<file path="src/rtl/sbox_pkg.sv">
package sbox_pkg;

    localparam int NUM_SIDES = 4;
    localparam int SEL_BITS  = 2;

    typedef enum logic [1:0] {
        SIDE_N = 2'd0,
        SIDE_E = 2'd1,
        SIDE_S = 2'd2,
        SIDE_W = 2'd3
    } side_e;

    typedef logic [SEL_BITS-1:0] sel_t;

    localparam sel_t SEL_OFF = 2'd0;

    // Bit offset of the selection field for a given side and track.
    function automatic int field_lsb(input int side, input int track, input int width);
        return SEL_BITS * (side * width + track);
    endfunction

    // Inbound side reached from outbound side `dst` by code `sel` (mod 4 wrap).
    function automatic side_e source_of(input side_e dst, input sel_t sel);
        return side_e'(2'(dst) + sel);
    endfunction

    // True when outbound side `dst` with code `sel` takes its value from `src`.
    function automatic logic picks(input side_e dst, input sel_t sel, input side_e src);
        return (sel != SEL_OFF) && (source_of(dst, sel) == src);
    endfunction

endpackage

</file>
<file path="src/rtl/sbox_cfg_chain.sv">
module sbox_cfg_chain #(
    parameter int NB = 64
) (
    input  logic          clk,
    input  logic          rst,
    input  logic          shift_en,
    input  logic          ser_in,
    output logic          ser_out,
    output logic [NB-1:0] bits_q
);
    always_ff @(posedge clk) begin
        if (rst) begin
            bits_q <= '0;
        end else if (shift_en) begin
            bits_q <= {bits_q[NB-2:0], ser_in};
        end
    end

    assign ser_out = bits_q[NB-1];
endmodule

</file>
<file path="src/rtl/sbox_track_mux.sv">
module sbox_track_mux
    import sbox_pkg::*;
#(
    parameter int W  = 8,
    localparam int NB = NUM_SIDES * W * SEL_BITS
) (
    input  logic [NB-1:0]                 cfg_bits,
    input  logic                          hold_off,
    input  logic [NUM_SIDES-1:0][W-1:0]   in_sides,
    output logic [NUM_SIDES-1:0][W-1:0]   out_sides
);
    for (genvar s = 0; s < NUM_SIDES; s++) begin : g_side
        for (genvar t = 0; t < W; t++) begin : g_trk
            localparam int LSB = SEL_BITS * (s * W + t);
            sel_t  sel;
            side_e src;
            assign sel = cfg_bits[LSB +: SEL_BITS];
            assign src = source_of(side_e'(s), sel);
            always_comb begin
                if (hold_off || sel == SEL_OFF) begin
                    out_sides[s][t] = 1'b0;
                end else begin
                    out_sides[s][t] = in_sides[src][t];
                end
            end
        end
    end
endmodule

</file>
<file path="src/rtl/sbox_cfg_audit.sv">
module sbox_cfg_audit
    import sbox_pkg::*;
#(
    parameter int W  = 8,
    localparam int NB    = NUM_SIDES * W * SEL_BITS,
    localparam int CNT_W = $clog2(NUM_SIDES * W + 1)
) (
    input  logic [NB-1:0]    cfg_bits,
    output logic [CNT_W-1:0] link_count,
    output logic             conflict
);
    logic [W-1:0] trk_conflict;

    for (genvar t = 0; t < W; t++) begin : g_trk
        always_comb begin
            trk_conflict[t] = 1'b0;
            for (int a = 0; a < NUM_SIDES; a++) begin
                for (int b = a + 1; b < NUM_SIDES; b++) begin
                    if (picks(side_e'(a), cfg_bits[field_lsb(a, t, W) +: SEL_BITS], side_e'(b)) &&
                        picks(side_e'(b), cfg_bits[field_lsb(b, t, W) +: SEL_BITS], side_e'(a))) begin
                        trk_conflict[t] = 1'b1;
                    end
                end
            end
        end
    end

    assign conflict = |trk_conflict;

    always_comb begin
        link_count = '0;
        for (int f = 0; f < NUM_SIDES * W; f++) begin
            if (cfg_bits[SEL_BITS*f +: SEL_BITS] != SEL_OFF) begin
                link_count = link_count + CNT_W'(1);
            end
        end
    end
endmodule

</file>
<file path="src/rtl/cfg_switchbox.sv">
module cfg_switchbox
    import sbox_pkg::*;
#(
    parameter int W = 8,
    localparam int NB    = NUM_SIDES * W * SEL_BITS,
    localparam int CNT_W = $clog2(NUM_SIDES * W + 1)
) (
    input  logic             clk,
    input  logic             rst,
    input  logic             cfg_en,
    input  logic             cfg_in,
    output logic             cfg_out,
    input  logic [W-1:0]     in_n,
    input  logic [W-1:0]     in_e,
    input  logic [W-1:0]     in_s,
    input  logic [W-1:0]     in_w,
    output logic [W-1:0]     out_n,
    output logic [W-1:0]     out_e,
    output logic [W-1:0]     out_s,
    output logic [W-1:0]     out_w,
    output logic [CNT_W-1:0] active_links,
    output logic             cfg_illegal
);
    logic [NB-1:0]                   cfg_bits;
    logic [NUM_SIDES-1:0][W-1:0]     in_sides;
    logic [NUM_SIDES-1:0][W-1:0]     out_sides;

    assign in_sides[SIDE_N] = in_n;
    assign in_sides[SIDE_E] = in_e;
    assign in_sides[SIDE_S] = in_s;
    assign in_sides[SIDE_W] = in_w;

    sbox_cfg_chain #(.NB(NB)) u_chain (
        .clk      (clk),
        .rst      (rst),
        .shift_en (cfg_en),
        .ser_in   (cfg_in),
        .ser_out  (cfg_out),
        .bits_q   (cfg_bits)
    );

    sbox_track_mux #(.W(W)) u_mux (
        .cfg_bits  (cfg_bits),
        .hold_off  (cfg_en),
        .in_sides  (in_sides),
        .out_sides (out_sides)
    );

    sbox_cfg_audit #(.W(W)) u_audit (
        .cfg_bits   (cfg_bits),
        .link_count (active_links),
        .conflict   (cfg_illegal)
    );

    assign out_n = out_sides[SIDE_N];
    assign out_e = out_sides[SIDE_E];
    assign out_s = out_sides[SIDE_S];
    assign out_w = out_sides[SIDE_W];
endmodule

</file>
<file path="config.mk">
export PLATFORM = sky130hd
export DESIGN_NAME = cfg_switchbox
export DESIGN_NICKNAME = d
export VERILOG_FILES = /design/src/rtl/sbox_pkg.sv /design/src/rtl/sbox_cfg_chain.sv /design/src/rtl/sbox_track_mux.sv /design/src/rtl/sbox_cfg_audit.sv /design/src/rtl/cfg_switchbox.sv
export SDC_FILE = /design/constraint.sdc
export NUM_CORES = 1
export LEC_CHECK = 0
export BUFFER_PORTS_ARGS = -buffer_cell sky130_fd_sc_hd__buf_2
export CORE_MARGIN = 1.5
export CORE_UTILIZATION = 54
export DETAILED_ROUTE_END_ITERATION = 10
export GPL_TIMING_DRIVEN = 0
export PLACE_DENSITY = 0.84
export SLEW_MARGIN = 20
export SYNTH_ARGS = -nofsm -noshare
export SYNTH_HDL_FRONTEND = slang
export SYNTH_SLANG_ARGS = --single-unit
</file>
<file path="constraint.sdc">
create_clock -name clk -period 26.1 [get_ports clk]
set_input_delay 1.305 -clock clk [delete_from_list [all_inputs] [get_ports clk]]
set_output_delay 1.305 -clock clk [all_outputs]
set_load 0.03 [all_outputs]
</file>
==> results.toml <==
[cts]
clk-insertion-delay-late_ps = 340
numClockSinks = 64
htreeDepth = 3
clockBufferDepth = 2
cts_resized = 0
numCtsBuffers = 9
post_cts_buffers = 0
holdBufCountCts = 0
path_clk_slew_ps = 60
cts_tree = "built"
cts_root_buf = "clkbuf_16"

[cells_and_area]
final_nets = 1442
largestRegisters = "u_chain.bits_q: 64 flops"
regMostFlops = "u_chain.bits_q"
fill_cells = 1518
final_layout_size_suffix_gt1_share_pct = 15.79
syn_to_final_growth_pct = 9.490
antennaDiodeCount = 0
largest_reg_flops = 64

[flow_run]
cap_violations = 0

[critical_path]
crit_type = "reg -> out"
slowest_stage = "xnor3_2"
cp.arrival_ps = 17750
cp-startpoint = "u_chain.bits_q[2]$_SDFFE_PP0P_"
crit_buf_inv = 5
crit_fanout = 10
crit_family = "adder cells"
cpPeakStageDelay_ps = 580
crit_path_end_kind = "output pin"
worstSetupStartpointType = "flip-flop"
r2r_start = "u_chain.bits_q[41]$_SDFFE_PP0P_"
cp.required_ps = 24790
worst_path_most_repeated_cell = "ha_1"

[route]
drt-total-wl_um = 27670
vias = 9497
routedWlPerCell_um = 17.90
vias_per_cell = 6.143
drtIter0Drc = 665
drc = 1
first_pass_iters = 8
ant_nets = 0

[yosys]
synth_edf_count = 0
ys_ff_latch = 64
yosysWarnings = 0
mappedNetlistArea_mm2 = 0.01001
synth_area_leaders = "dfxtp_1, ha_1, mux2i_1"
syn_nets = 1358
synth_cell_type_count = 90
post_synth.cell_area_avg_um2 = 8.149
synthMostInstantiatedCell = "nor2_1"
synth_flop_cell = "dfxtp_1"
synth_commonest_cells = "nor2_1, ha_1, mux2i_1"
async_flop_share_pct = 0
ys_seq_area_share_pct = 12.80
syn_inst = 1228
yosys.area.top_type_share_pct = 12.80
synth_top_area_cell = "dfxtp_1"

[floorplan]
coreArea_mm2 = 0.01809
fp.dieArea_mm2 = 0.01936
die_w_um = 139.1
rows = 49
start_util_pct = 55.33
io_pins = 76
fp.dieH_um = 139.1

[place]
portBuffers = 73
dp_slack_ps = 7549
dp.final_hpwl_um = 21510
gp_congestion = 0.9557

[run_status]
status = "finished with violations"
violations = "DRC"

[timing]
max_freq_mhz = 52.47
worst_slew_pin_slew_ps = 1137
fin_ws_ps = 7042
setup_viol = 0
rsz0062_at_grt = "false"
slew_viol_final = 0
final.min_clock_period_ps = 19060
finClkSkew_ps = 8.525
hold_violations = 0
period_share_pct = 73.02
tns_ps = 0
relSlewSlack_pct = 22.24

[pwr]
leakage_nw = 4.774
ir_drop_mv = 0.03608
power_density_mw_per_mm2 = 24.25
power_w = 0.0002657

[worst_hold_path]
hold_class = "reg -> reg"
hold_path_startpoint = "u_chain.bits_q[63]$_SDFFE_PP0P_"

[global_route]
track_usage_pct = 28.33
gr-total-overflow = 0
grt_pass1_wl_um = 45480
grt_max_degree = 13
grt_pass1_vias = 9178
antenna_found_initial = 0
==> per-layer routing <==
metal	track usage [%]	up-vias	share of wire, %
met5	0	-	0
met4	12.21	0	4.0
met3	2.831	68	6.2
met2	48.89	369	48
met1	35.97	4538	42
li1	-	4522	-
==> power by group <==
group	switching (W)	internal [W]
combinational	0.0000274	0.0000201
clock	0.0000465	0.0000738
sequential	0.0000000637	0.0000979
total	0.0000740	0.000192
==> worst min-delay path: stages, from the launching register on <==
cell and delay [ps]:
dfxtp_1 350, mux2i_1 130, nor2_1 50
==> path summary, 6_finish.rpt <==
check	to	slack [ps]	cells past startpoint
setup / recovery	active_links[4]	7040	86
hold / removal	u_chain.bits_q[63]$_SDFFE_PP0P_	580	2
setup reg to reg	u_chain.bits_q[41]$_SDFFE_PP0P_	25030	3
hold reg to reg	u_chain.bits_q[63]$_SDFFE_PP0P_	580	2
==> layout make-up <==
cell class | instances | area, um^2 | area share (%)
multi-input combinational | 1037 | 8212 | 74.95
sequential | 64 | 1281 | 11.69
timing repair buffer | 73 | 365.4 | 3.334
buffer | 70 | 297.8 | 2.718
tap | 229 | 286.5 | 2.615
clock buffer | 9 | 225.2 | 2.055
inverter | 57 | 216.5 | 1.976
clock inverter | 7 | 72.57 | 0.6623
==> kinds of logic after synthesis <==
family          after synthesis  synth area share [%]
compound gates              225                 15.77
xor+xnor                    159                 19.50
fa+ha+maj                    95                 11.85
buf+inv                     127                 5.139
flops                        64                 12.80
mux                         126                 13.04
simple gates                432                 21.89
==> layout by cell type (no fill, tap or decap), types with 22 or more instances in the layout <==
cell type and n:
xor2_1 26, nor2b_1 42, nor3_1 27, xnor2_1 89, inv_1 55, a21oi_1 38, or2_2 23, nor2_1 151
mux2i_1 91, nand2_1 71, mux2_2 35, clkbuf_1 52, o21ai_0 34, dfxtp_1 64, ha_1 94, nand3_1 22
buf_2 85
==> through the flow <==
stage	std cells	area, um^2	util, %	hold WS, ps
after CTS	1546	10960	60.58	570.0
after detailed placement	1530	10660	58.93	560.3
after global routing	1546	10960	60.58	600.9
final	1546	10960	60.58	575.7
after global placement	1530	10660	58.93	549.4
after floorplan	1228	10010	-	532.8
No activity file was read; power rests on OpenSTA's default activity.
